[config.mk]
export PLATFORM = sky130hd
export DESIGN_NAME = adc_result_bank
export DESIGN_NICKNAME = d
export VERILOG_FILES = /design/src/rtl/adc_rb_pkg.sv /design/src/rtl/adc_rb_decode.sv /design/src/rtl/adc_rb_store.sv /design/src/rtl/adc_rb_hilatch.sv /design/src/rtl/adc_result_bank.sv
export SDC_FILE = /design/constraint.sdc
export NUM_CORES = 1
export LEC_CHECK = 0
export BUFFER_PORTS_ARGS = -buffer_cell sky130_fd_sc_hd__clkbuf_2
export CAP_MARGIN = 5
export CORE_AREA = 10 10 107 109
export CTS_CLUSTER_DIAMETER = 100
export DETAILED_ROUTE_END_ITERATION = 8
export DIE_AREA = 0 0 117 119
export HOLD_SLACK_MARGIN = 0.08
export PLACE_DENSITY = 0.65
export SETUP_SLACK_MARGIN = 0.5
export SLEW_MARGIN = 30
export SYNTH_ARGS = -nofsm -noshare
export SYNTH_HDL_FRONTEND = slang
export SYNTH_SLANG_ARGS = --single-unit
[constraint.sdc]
create_clock -name clk -period 1.4 [get_ports clk]
set_input_delay 0.21 -clock clk [delete_from_list [all_inputs] [get_ports clk]]
set_output_delay 0.21 -clock clk [all_outputs]
set_load 0.01 [all_outputs]
[src/rtl/adc_rb_pkg.sv]
package adc_rb_pkg;

   typedef enum logic [1:0] {
      ACC_NONE = 2'd0,
      ACC_LOW  = 2'd1,
      ACC_HIGH = 2'd2
   } acc_kind_e;

   // Low-byte register address of a given channel.
   function automatic int lowbyte_addr(input int base, input int stride, input int idx);
      return base + stride * idx;
   endfunction

endpackage

[src/rtl/adc_rb_decode.sv]
module adc_rb_decode
   import adc_rb_pkg::*;
#(
   parameter int NUM_CH     = 8,
   parameter int ADDR_W     = 8,
   parameter int LOW_BASE   = 'h86,
   parameter int LOW_STRIDE = 'h10,
   parameter int HIGH_ADDR  = 'hF7,
   parameter int CH_W       = (NUM_CH > 1) ? $clog2(NUM_CH) : 1
) (
   input  logic [ADDR_W-1:0] addr,
   input  logic              rd,
   input  logic              wr,
   output acc_kind_e         kind,
   output logic [CH_W-1:0]   ch
);

   localparam int LAST_LOW = LOW_BASE + LOW_STRIDE * (NUM_CH - 1);

   if (LAST_LOW >= (1 << ADDR_W)) begin : g_bad_range
      $error("low-byte addresses exceed the address space");
   end
   if (HIGH_ADDR >= (1 << ADDR_W)) begin : g_bad_high
      $error("high-bits address exceeds the address space");
   end

   logic [NUM_CH-1:0] low_hit;

   for (genvar g = 0; g < NUM_CH; g++) begin : g_low
      localparam int ADDR_G = lowbyte_addr(LOW_BASE, LOW_STRIDE, g);
      if (ADDR_G == HIGH_ADDR) begin : g_clash
         $error("low-byte address collides with high-bits address");
      end
      assign low_hit[g] = (addr == ADDR_W'(ADDR_G));
   end

   logic rd_ok;
   assign rd_ok = rd & ~wr;

   always_comb begin
      ch = '0;
      for (int i = 0; i < NUM_CH; i++) begin
         if (low_hit[i]) ch = ch | CH_W'(i);
      end
   end

   always_comb begin
      if (!rd_ok)                          kind = ACC_NONE;
      else if (|low_hit)                   kind = ACC_LOW;
      else if (addr == ADDR_W'(HIGH_ADDR)) kind = ACC_HIGH;
      else                                 kind = ACC_NONE;
   end

endmodule

[src/rtl/adc_rb_store.sv]
module adc_rb_store #(
   parameter int NUM_CH = 8,
   parameter int RES_W  = 10,
   parameter int CH_W   = (NUM_CH > 1) ? $clog2(NUM_CH) : 1
) (
   input  logic             clk,
   input  logic             wr_en,
   input  logic [CH_W-1:0]  wr_ch,
   input  logic [RES_W-1:0] wr_data,
   input  logic [CH_W-1:0]  rd_ch,
   output logic [RES_W-1:0] rd_data
);

   logic [RES_W-1:0] cells [NUM_CH];

   // Result cells carry no reset: contents survive a chip reset.
   for (genvar g = 0; g < NUM_CH; g++) begin : g_cell
      logic [RES_W-1:0] cell_q;
      always_ff @(posedge clk) begin
         if (wr_en && (wr_ch == CH_W'(g))) cell_q <= wr_data;
      end
      assign cells[g] = cell_q;
   end

   always_comb begin
      rd_data = '0;
      for (int i = 0; i < NUM_CH; i++) begin
         if (rd_ch == CH_W'(i)) rd_data = cells[i];
      end
   end

endmodule

[src/rtl/adc_rb_hilatch.sv]
module adc_rb_hilatch #(
   parameter int HI_W = 2
) (
   input  logic            clk,
   input  logic            rst_n,
   input  logic            cap_en,
   input  logic [HI_W-1:0] cap_bits,
   output logic [HI_W-1:0] hi_q
);

   always_ff @(posedge clk or negedge rst_n) begin
      if (!rst_n)      hi_q <= '0;
      else if (cap_en) hi_q <= cap_bits;
   end

endmodule

[src/rtl/adc_result_bank.sv]
module adc_result_bank
   import adc_rb_pkg::*;
#(
   parameter int NUM_CH     = 8,
   parameter int RES_W      = 10,
   parameter int DATA_W     = 8,
   parameter int ADDR_W     = 8,
   parameter int LOW_BASE   = 'h86,
   parameter int LOW_STRIDE = 'h10,
   parameter int HIGH_ADDR  = 'hF7,
   parameter int CH_W       = (NUM_CH > 1) ? $clog2(NUM_CH) : 1
) (
   input  logic              clk,
   input  logic              rst_n,
   input  logic              cv_valid,
   input  logic [CH_W-1:0]   cv_chan,
   input  logic [RES_W-1:0]  cv_data,
   input  logic [ADDR_W-1:0] bus_addr,
   input  logic              bus_rd,
   input  logic              bus_wr,
   output logic [DATA_W-1:0] bus_rdata,
   output logic              bus_hit
);

   localparam int HI_W = RES_W - DATA_W;

   if (HI_W < 1 || HI_W > DATA_W) begin : g_bad_width
      $error("result width must exceed the bus width by 1..DATA_W bits");
   end
   if (NUM_CH < 1) begin : g_bad_count
      $error("at least one channel required");
   end

   acc_kind_e        kind;
   logic [CH_W-1:0]  sel_ch;
   logic [RES_W-1:0] store_rd;
   logic [HI_W-1:0]  hi_q;

   adc_rb_decode #(
      .NUM_CH(NUM_CH), .ADDR_W(ADDR_W), .LOW_BASE(LOW_BASE),
      .LOW_STRIDE(LOW_STRIDE), .HIGH_ADDR(HIGH_ADDR), .CH_W(CH_W)
   ) i_decode (
      .addr(bus_addr), .rd(bus_rd), .wr(bus_wr), .kind(kind), .ch(sel_ch)
   );

   adc_rb_store #(
      .NUM_CH(NUM_CH), .RES_W(RES_W), .CH_W(CH_W)
   ) i_store (
      .clk(clk), .wr_en(cv_valid), .wr_ch(cv_chan), .wr_data(cv_data),
      .rd_ch(sel_ch), .rd_data(store_rd)
   );

   adc_rb_hilatch #(
      .HI_W(HI_W)
   ) i_hilatch (
      .clk(clk), .rst_n(rst_n), .cap_en(kind == ACC_LOW),
      .cap_bits(store_rd[RES_W-1 -: HI_W]), .hi_q(hi_q)
   );

   always_comb begin
      unique case (kind)
         ACC_LOW:  bus_rdata = store_rd[DATA_W-1:0];
         ACC_HIGH: bus_rdata = DATA_W'(hi_q);
         default:  bus_rdata = '0;
      endcase
   end

   assign bus_hit = (kind != ACC_NONE);

endmodule

==> results of run 1 <==
-- power by group through the flow --
stage | combinational, mW | sequential, mW | clock, mW
2_1_floorplan | 0.279 | 2.84 | 0
3_3_place_gp | 0.492 | 2.85 | 0
3_5_place_dp | 0.499 | 2.85 | 0
4_1_cts | 0.542 | 2.80 | 1.62
5_1_grt | 0.619 | 2.80 | 1.74
6_report | 0.577 | 2.80 | 1.59
-- sequential cells by signal (all words and copies together), names as in the netlist --
register	cells
i_store.g_cell.cell_q	80
i_hilatch.hi_q	2
-- through the flow --
| stage | cell area [um2] | util, % | setup slack, ns |
|---|---|---|---|
| after detailed placement | 4550 | 48.1 | -0.422 |
| after CTS | 4880 | 51.6 | -0.571 |
| final | 5000 | 52.8 | -0.538 |
| after global placement | 4550 | 48.1 | -0.340 |
| after floorplan | 3910 | - | -0.0354 |
| after global routing | 5000 | 52.8 | -0.620 |
-- metal layers --
layer  track usage [%]  part of all wire [%]
met5                 0                     0
met4              6.34                   2.2
met3              2.56                   5.4
met2              18.5                    46
met1              17.8                    47
-- Yosys cell counts, types with 2 or more instances --
master	instances	area, um2
a21oi_1	22	110
o21ai_0	17	85.1
clkbuf_1	3	11.3
a211oi_1	7	52.6
dfrtp_1	2	50.1
buf_4	2	15.0
mux2i_1	10	100
a22oi_1	4	30.0
nand2_1	15	56.3
nor2_1	22	82.6
nand2b_1	10	62.6
o211ai_1	4	30.0
a221oi_1	9	78.8
buf_2	9	45.0
mux2_2	5	56.3
nor2b_1	6	37.5
nand3_1	8	40.0
a22o_1	3	26.3
o22ai_1	2	12.5
nand4b_1	3	26.3
a2bb2oi_1	2	17.5
buf_6	2	22.5
o31ai_1	2	15.0
edfxtp_1	80	2400
or2_2	2	12.5
nor3_1	8	40.0
-- final cells by class --
class	count	area (um2)	share of cell area (%)
well taps	114	143	2.86
clock buffers	13	139	2.78
inverters	1	3.75	0.0751
flip-flops and latches	82	2450	49.1
multi-input cells	174	1460	29.2
repair buffers	90	761	15.2
clock inverters	3	40.0	0.801
-- worst max path at each step --
stage / to / cells after the start / slack [ns] / start
final: bus_rdata[0] / 5 / -0.54 / i_store.g_cell[2].cell_q[0]$_DFFE_PP_
after global routing: bus_rdata[0] / 5 / -0.62 / i_store.g_cell[3].cell_q[0]$_DFFE_PP_
after CTS: bus_rdata[0] / 5 / -0.57 / i_store.g_cell[2].cell_q[0]$_DFFE_PP_
after detailed placement: bus_rdata[2] / 8 / -0.42 / bus_addr[5]
after global placement: bus_rdata[5] / 8 / -0.34 / bus_addr[5]
after floorplan: bus_rdata[0] / 5 / -0.04 / bus_wr
-- kinds of logic (layout without fill, tap and decap cells) --
family / count (synthesis) / after routing / share of synthesized area (%)
flip-flops: 82 / 82 / 67.1
AND/OR/NAND/NOR: 81 / 81 / 11.9
buffers and inverters: 18 / 107 / 3.08
multiplexers: 15 / 15 / 4.28
AO/OA/AOI/OAI: 78 / 78 / 13.7
-- repair_timing --
action | CTS | global route
pin swaps | 24 | 15
resized for setup | 32 | 22
hold endpoints to repair | 2 | 0
setup buffers | 1 | 6
hold buffers | 1 | 0
setup endpoints to repair | 11 | 11
==> results.yml, run 1 <==
route:
  dr_total_vias: 2557
  vias_per_cell: 5.36
  wl_um: 8780
  drc: 0
  wl_per_cell_um: 18.4
  dr.pass1.iters: 4
  drtIter0Drc: 199
  ant_nets: 0
global_route:
  grt_pass1_wl_um: 13600
  antenna_found_initial: 0
  grt_use_total_pct: 12.8
  gr-total-overflow: 0
  grt_pass1_vias: 2518
  grt_max_degree: 21
layout:
  antenna_cells: 0
  synthToLayoutAreaGrowth_pct: 36.6
  final_nets: 384
  mostFrequentLayoutCell: "edfxtp_1"
  final_layout_size_suffix_gt1_share_pct: 46.0
  stdcell_count: 477
  layout_common_cells: "edfxtp_1 (80), buf_4 (41), clkbuf_2 (26)"
  fillers: 793
worst_hold_path:
  hold_path_depth: 1
  min_to: "i_store.g_cell[6].cell_q[8]$_DFFE_PP_"
  min_path_type: "in2reg"
  hold_path.startpoint: "cv_data[8]"
power:
  power_frac_seq_pct: 56.4
  p_per_area_nw_per_um2: 994
  leakage_nw: 1.81
  vdd_drop_max_uv: 509
  combPwrFrac_pct: 11.6
  clkPwrFrac_pct: 32.0
  power.internal_mw: 3.86
  power_mw: 4.96
  power.switching_mw: 1.10
  switching_share_pct: 22.2
die:
  ios: 35
  num_rows: 36
  die_h_um: 119
  die-area_um2: 13900
  die_w_um: 117
  initial_core_util_pct: 38.7
  fp.coreArea_um2: 9460
synth:
  ys_seq_area_share_pct: 67.1
  synth_cells: 274
  synth_top_flop_cell: "edfxtp_1"
  synth_seq_cells: 82
  async_flop_share_pct: 2.44
  synth_fp_nets: 300
  synth_cell_types: 41
  synth_warnings: 0
  synth_area_um2: 3660
  synth_edf_count: 80
  postSynthAreaPerCell_um2: 13.3
timing:
  hold_viol_final: 0
  fmax_mhz: 516
  period_needed_ns: 1.94
  slew_violations: 0
  fin_crit_sh_pct: 138
  fin_setup_tns_ns: -2.68
  worstMarginPinSlew_ns: 0.324
  whs_ns: 0.153
  final-setup-viol-count: 9
  slew_headroom_pct: 78.4
  rsz0062_at_grt: "yes"
  worst_clock_skew_ns: 0.00142
  setup_ws_ns: -0.538
critical_path:
  r2r-end: "i_hilatch.hi_q[1]$_DFFE_PN0N_"
  rrSetupSlack_ns: 0.24
  crit_family: "compound AO/OA/AOI/OAI gates"
  reg2reg_from: "i_store.g_cell[6].cell_q[9]$_DFFE_PP_"
  cpPeakStageDelay_ns: 0.36
  crit_path_end_kind: "output pin"
  startpoint_type: "flip-flop"
  cp_slowest_cell: "edfxtp_1"
  path_cells: "mux2_4 > a221oi_4 > a221oi_2 > a211o_1 > buf_2"
  cp_data_arrival_time_ns: 1.73
  crit_fanout: 1
  required_ns: 1.19
  path_buf_inv: 1
  criticalPathCategory: "reg2out"
  ff2ff_path_depth: 4
run_status:
  outcome: "complete, but fails checks"
  violations: "negative setup slack"
clocking:
  root_buffer: "clkbuf_8"
  cts_tree: "yes"
  cts_buffer_depth: 2
  cts_max_level: 3
  path_clk_slew_ns: 0.08
  insertion_delay_ns: 0.35
  numCtsBuffers: 9
  clkSinkCount: 82
placement:
  portBuffers: 34
  dpl.hpwl_um: 6110
  place_congestion: 0.858
  dpl.cell_count: 453
flow_run:
  cap_viol_max_count: 0
No activity file was read; power rests on OpenSTA's default activity.
==> run 2, diff against run 1 <==
--- a/config.mk
+++ b/config.mk
@@ -5,7 +5,7 @@
 export SDC_FILE = /design/constraint.sdc
 export NUM_CORES = 1
 export LEC_CHECK = 0
-export BUFFER_PORTS_ARGS = -buffer_cell sky130_fd_sc_hd__clkbuf_2
+export BUFFER_PORTS_ARGS = -buffer_cell sky130_fd_sc_hd__buf_4
 export CAP_MARGIN = 5
 export CORE_AREA = 10 10 107 109
 export CTS_CLUSTER_DIAMETER = 100
==> run 2 against run 1 <==
Sequential power about the same. The run still ends with negative setup slack left. Combinational power up 10%. Critical path depth unchanged. Routed wire length up 7.1%. Clock power up 31%. Critical endpoint unchanged. First-iteration DRC count down 11%. Critical path type unchanged. Power up 11%.
==> results.yml, run 2 (same netlist as run 1, synthesis figures left out) <==
route:
  wl_per_cell_um: 19.0
  drc: 0
  dr.pass1.iters: 4
  wl_um: 9400
  vias_per_cell: 5.37
  drtIter0Drc: 178
  dr_total_vias: 2660
  ant_nets: 0
placement:
  dpl.hpwl_um: 6340
  portBuffers: 34
  preCtsSetupSlack_ns: -0.298
  place_congestion: 0.862
clocking:
  numCtsBuffers: 9
  cts_max_level: 3
  insertion_delay_ns: 0.36
  cts_tree: "yes"
  clkSinkCount: 82
  root_buffer: "clkbuf_8"
  path_clk_slew_ns: 0.08
  cts_buffer_depth: 2
layout:
  top_register: "i_store.g_cell.cell_q"
  largest_register_ffs: 80
  synthToLayoutAreaGrowth_pct: 44.3
  reg_top3: "i_store.g_cell.cell_q (80), i_hilatch.hi_q (2)"
  fillers: 757
  final_nets: 402
  final_layout_size_suffix_gt1_share_pct: 47.5
  seq_area_um2: 2450
  layout_common_cells: "edfxtp_1 (80), buf_4 (80), nor2_1 (15)"
  multi_input_area_um2: 1450
  antenna_cells: 0
timing:
  final-setup-viol-count: 11
  fmax_mhz: 509
  period_needed_ns: 1.97
  fin_crit_sh_pct: 140
  setup_ws_ns: -0.566
  rsz0062_at_grt: "yes"
  worst_clock_skew_ns: 0.0101
  slew_headroom_pct: 71.7
  worstMarginPinSlew_ns: 0.423
  hold_viol_final: 0
  slew_violations: 0
power:
  vdd_drop_max_uv: 531
  power.internal_mw: 4.36
  leakage_nw: 1.93
  combPwrFrac_pct: 11.5
  switching_share_pct: 20.9
  power_mw: 5.52
  power_frac_seq_pct: 50.7
  power.switching_mw: 1.15
  clkPwrFrac_pct: 37.8
  p_per_area_nw_per_um2: 1050
die:
  die_h_um: 119
  die_w_um: 117
  die-area_um2: 13900
  fp.coreArea_um2: 9460
  initial_core_util_pct: 38.7
  ios: 35
  num_rows: 36
critical_path:
  required_ns: 1.19
  crit_path_end_kind: "output pin"
  criticalPathCategory: "reg2out"
  path_buf_inv: 1
  cp_data_arrival_time_ns: 1.76
  cpPeakStageDelay_ns: 0.38
  startpoint_type: "flip-flop"
  crit_fanout: 1
  cp_slowest_cell: "edfxtp_1"
  crit_family: "compound AO/OA/AOI/OAI gates"
  path_cells: "mux2_4 > a221oi_2 > a221oi_1 > a211o_1 > buf_6"
  rrSetupSlack_ns: 0.24
worst_hold_path:
  min_path_type: "in2reg"
global_route:
  grt_max_degree: 21
  gr-total-overflow: 0
  grt_pass1_vias: 2791
  antenna_found_initial: 0
  grt_pass1_wl_um: 14800
  grt_use_total_pct: 13.8
run_status:
  violations: "negative setup slack"
  outcome: "complete, but fails checks"
flow_run:
  cap_viol_max_count: 0
[run 2: changes by cell type in the layout (fill, tap and decap cells not counted), moves of 2 or more]
cell and delta:
or2_4 -2, dlygate4sd3_1 +8, buf_4 +39, clkbuf_1 -4, bufinv_16 +2, a2bb2oi_2 +2
a2bb2oi_1 -2, or2_2 +2, buf_2 -3, clkbuf_2 -26, buf_6 +2
[run 2: worst paths after layout]
check,from,to,cells past startpoint
min reg2reg,i_hilatch.hi_q[1]$_DFFE_PN0N_,i_hilatch.hi_q[1]$_DFFE_PN0N_,2
max reg2reg,i_store.g_cell[7].cell_q[8]$_DFFE_PP_,i_hilatch.hi_q[0]$_DFFE_PN0N_,4
max,i_store.g_cell[3].cell_q[0]$_DFFE_PP_,bus_rdata[0],5
max in group asynchronous,rst_n,i_hilatch.hi_q[1]$_DFFE_PN0N_,2
min in group asynchronous,rst_n,i_hilatch.hi_q[0]$_DFFE_PN0N_,2
min,cv_data[7],i_store.g_cell[4].cell_q[7]$_DFFE_PP_,1
[run 2: final cells by class]
class | count | area share [%]
Sequential cell | 82 | 46.5
Multi-Input combinational cell | 174 | 27.4
Timing Repair Buffer | 108 | 18.5
Clock buffer | 11 | 2.87
Tap cell | 114 | 2.70
Clock inverter | 5 | 1.90
Inverter | 1 | 0.0711
[run 2: power by group through the flow]
stage	clock network (mW)	registers (mW)	logic (mW)
6_report	2.08	2.80	0.637
5_1_grt	2.23	2.80	0.684
4_1_cts	2.13	2.80	0.578
3_5_place_dp	0	2.85	0.520
3_3_place_gp	0	2.85	0.511
2_1_floorplan	0	2.84	0.279
[run 2: stage by stage]
| step | cells | hold WS (ns) | setup TNS, ns | utilization, % | cell area (um2) |
|---|---|---|---|---|---|
| 2_1_floorplan | 274 | -0.0856 | -0.106 | - | 3910 |
| 3_3_place_gp | 451 | -0.00677 | -2.59 | 48.5 | 4590 |
| 3_5_place_dp | 451 | -0.00586 | -2.70 | 48.5 | 4590 |
| 4_1_cts | 482 | 0.0823 | -3.16 | 53.7 | 5070 |
| 5_1_grt | 495 | 0.0855 | -4.43 | 55.8 | 5280 |
| 6_report | 495 | 0.0954 | -3.57 | 55.8 | 5280 |
[run 2: worst register-to-register path, cell delays in order (launching register included)]
cell and delay [ns]:
edfxtp_1 0.40, mux2_4 0.28, a22oi_2 0.14, a2bb2oi_2 0.16
o31ai_2 0.07
[run 2: routing by layer]
layer | global-route usage [%] | share of wire [%] | vias to the layer above
met3 | 2.71 | 4.7 | 11
met4 | 6.65 | 1.3 | 0
met2 | 21.1 | 48 | 77
met1 | 18.3 | 46 | 1299
li1 | - | - | 1273
met5 | 0 | 0 | -
[run 2: timing repair]
item / 4_1_cts / 5_1_grt
endpoints found under the setup margin: 11 / 17
gates resized for setup: 24 / 24
hold buffers: 9 / 0
buffers inserted: 6 / 13
pin swaps: 17 / 12
hold endpoints to repair: 55 / 0
==> run 3, diff against run 2 <==
--- a/config.mk
+++ b/config.mk
@@ -8,12 +8,12 @@
 export BUFFER_PORTS_ARGS = -buffer_cell sky130_fd_sc_hd__buf_4
 export CAP_MARGIN = 5
 export CORE_AREA = 10 10 107 109
-export CTS_CLUSTER_DIAMETER = 100
 export DETAILED_ROUTE_END_ITERATION = 8
 export DIE_AREA = 0 0 117 119
 export HOLD_SLACK_MARGIN = 0.08
 export PLACE_DENSITY = 0.65
 export SETUP_SLACK_MARGIN = 0.5
+export SKIP_LAST_GASP = 1
 export SLEW_MARGIN = 30
 export SYNTH_ARGS = -nofsm -noshare
 export SYNTH_HDL_FRONTEND = slang
==> run 3 against run 2 <==
The flow still finishes with violations (negative setup slack). Power fell by 0.72%. Sequential power barely moved. Clock power barely moved. Via count fell by 0.90%. Sequential share of layout area rose by 1.4 points. Worst hold slack got worse by 0.0059 ns. Critical path type unchanged. Largest power group unchanged. Highest routed layer unchanged.
==> results.yml, run 3 (same netlist as run 1, synthesis figures left out) <==
layout:
  stdcell_count: 483
  largest_register_ffs: 80
  fillers: 775
  synthToLayoutAreaGrowth_pct: 40.0
  antenna_cells: 0
  top_register: "i_store.g_cell.cell_q"
  final_util_pct: 54.1
  final_layout_size_suffix_gt1_share_pct: 45.3
  layout_common_cells: "edfxtp_1 (80), buf_4 (78), nor2_1 (15)"
  fin_area_um2: 5120
  reg_top3: "i_store.g_cell.cell_q (80), i_hilatch.hi_q (2)"
  final_nets: 390
  mostFrequentLayoutCell: "edfxtp_1"
die:
  die-area_um2: 13900
  die_h_um: 119
  die_w_um: 117
  fp.coreArea_um2: 9460
  initial_core_util_pct: 38.7
  num_rows: 36
  ios: 35
power:
  leakage_nw: 1.86
  p_per_area_nw_per_um2: 1070
  vdd_drop_max_uv: 528
clocking:
  path_clk_slew_ns: 0.08
  cts_buffer_depth: 2
  cts_tree: "yes"
  insertion_delay_ns: 0.37
  clkSinkCount: 82
  cts_max_level: 3
  numCtsBuffers: 9
  root_buffer: "clkbuf_8"
route:
  ant_nets: 0
  drc: 0
  vias_per_cell: 5.46
  dr.pass1.iters: 4
  wl_per_cell_um: 19.2
  drtIter0Drc: 176
  dr_total_vias: 2636
  wl_um: 9280
global_route:
  grt_pass1_vias: 2785
  grt_use_total_pct: 13.8
  antenna_found_initial: 0
  gr-total-overflow: 0
  grt_max_degree: 21
  grt_pass1_wl_um: 14800
timing:
  worstMarginPinSlew_ns: 0.419
  period_needed_ns: 1.98
  setup_ws_ns: -0.583
  slew_violations: 0
  final-setup-viol-count: 9
  fmax_mhz: 504
  fin_crit_sh_pct: 142
  slew_headroom_pct: 72.0
  worst_clock_skew_ns: 0.00784
  rsz0062_at_grt: "yes"
  hold_viol_final: 0
critical_path:
  path_buf_inv: 1
  reg2reg_from: "i_store.g_cell[7].cell_q[9]$_DFFE_PP_"
  cp_data_arrival_time_ns: 1.77
  critPathLaunch: "i_store.g_cell[3].cell_q[0]$_DFFE_PP_"
  cp_slowest_cell: "edfxtp_1"
  required_ns: 1.19
  cpPeakStageDelay_ns: 0.38
  crit_family: "compound AO/OA/AOI/OAI gates"
  criticalPathCategory: "reg2out"
  startpoint_type: "flip-flop"
  crit_fanout: 1
  path_cells: "mux2_2 > a221oi_2 > a221oi_1 > a211o_1 > buf_4"
  crit_path_end_kind: "output pin"
run_status:
  outcome: "complete, but fails checks"
  violations: "negative setup slack"
worst_hold_path:
  hold_path.startpoint: "cv_data[7]"
  min_path_type: "in2reg"
placement:
  portBuffers: 34
  post_dp_cell_area_um2: 4590
  dpl.cell_count: 451
  dpl.hpwl_um: 6340
  place_congestion: 0.862
flow_run:
  cap_viol_max_count: 0
run 3: changes by cell type in the layout (fill, tap and decap cells not counted):
cell	delta
buf_6	-8
mux2_4	-1
a2bb2oi_1	+1
mux2_2	+1
o31ai_1	+1
buf_4	-2
o31ai_2	-1
a2bb2oi_2	-1
buf_8	-1
buf_12	-1
run 3: report_power, final:
group | leakage, nW | internal (mW) | switching (mW)
registers | 0.744 | 2.77 | 0.0246
clock network | 0.129 | 1.28 | 0.815
logic | 0.982 | 0.282 | 0.310
total | 1.86 | 4.33 | 1.15
run 3: final timing paths:
path | depth (start not counted) | endpoint | slack, ns
setup / recovery | 5 | bus_rdata[0] | -0.58
hold / removal | 1 | i_store.g_cell[4].cell_q[7]$_DFFE_PP_ | 0.09
setup reg to reg | 4 | i_hilatch.hi_q[1]$_DFFE_PN0N_ | 0.23
hold reg to reg | 2 | i_hilatch.hi_q[1]$_DFFE_PN0N_ | 0.56
max in group asynchronous | 2 | i_hilatch.hi_q[1]$_DFFE_PN0N_ | 1.16
min in group asynchronous | 2 | i_hilatch.hi_q[0]$_DFFE_PN0N_ | 0.15
run 3: worst register-to-register path: cells and delay by family (launching register included):
kind               cells  cell delay, ns
DFF                    1            0.39
AOI/OAI and AO/OA      3            0.40
muxes                  1            0.27
run 3: through the flow:
step | setup TNS [ns] | hold slack (ns) | power [mW] | setup slack (ns)
floorplan | -0.106 | -0.0856 | 3.12 | -0.0354
global placement | -2.59 | -0.00677 | 3.36 | -0.315
detailed placement | -2.70 | -0.00586 | 3.37 | -0.298
CTS | -3.18 | 0.0823 | 5.50 | -0.607
global route | -3.83 | 0.0855 | 5.67 | -0.692
finish | -3.06 | 0.0895 | 5.48 | -0.583
run 3: final cells by class:
type | instances | area [um2] | area share (%)
Multi-Input combinational cell | 174 | 1430 | 28.0
Timing Repair Buffer | 96 | 838 | 16.4
Sequential cell | 82 | 2450 | 47.9
Clock buffer | 11 | 151 | 2.96
Tap cell | 114 | 143 | 2.79
Inverter | 1 | 3.75 | 0.0733
Clock inverter | 5 | 100 | 1.95
run 3: per-layer routing:
layer	share of wire [%]	track usage (%)
met1	45	18.4
met3	5.6	2.71
met4	1.8	6.65
met5	0	0
met2	48	21.0
run 3: what timing repair did:
item                       CTS  global route
hold buffers                 9             0
hold endpoints to repair    55             0
resized for setup           19            11
buffers inserted             6             1
setup endpoints to repair   11            17
pin swaps                   16            14
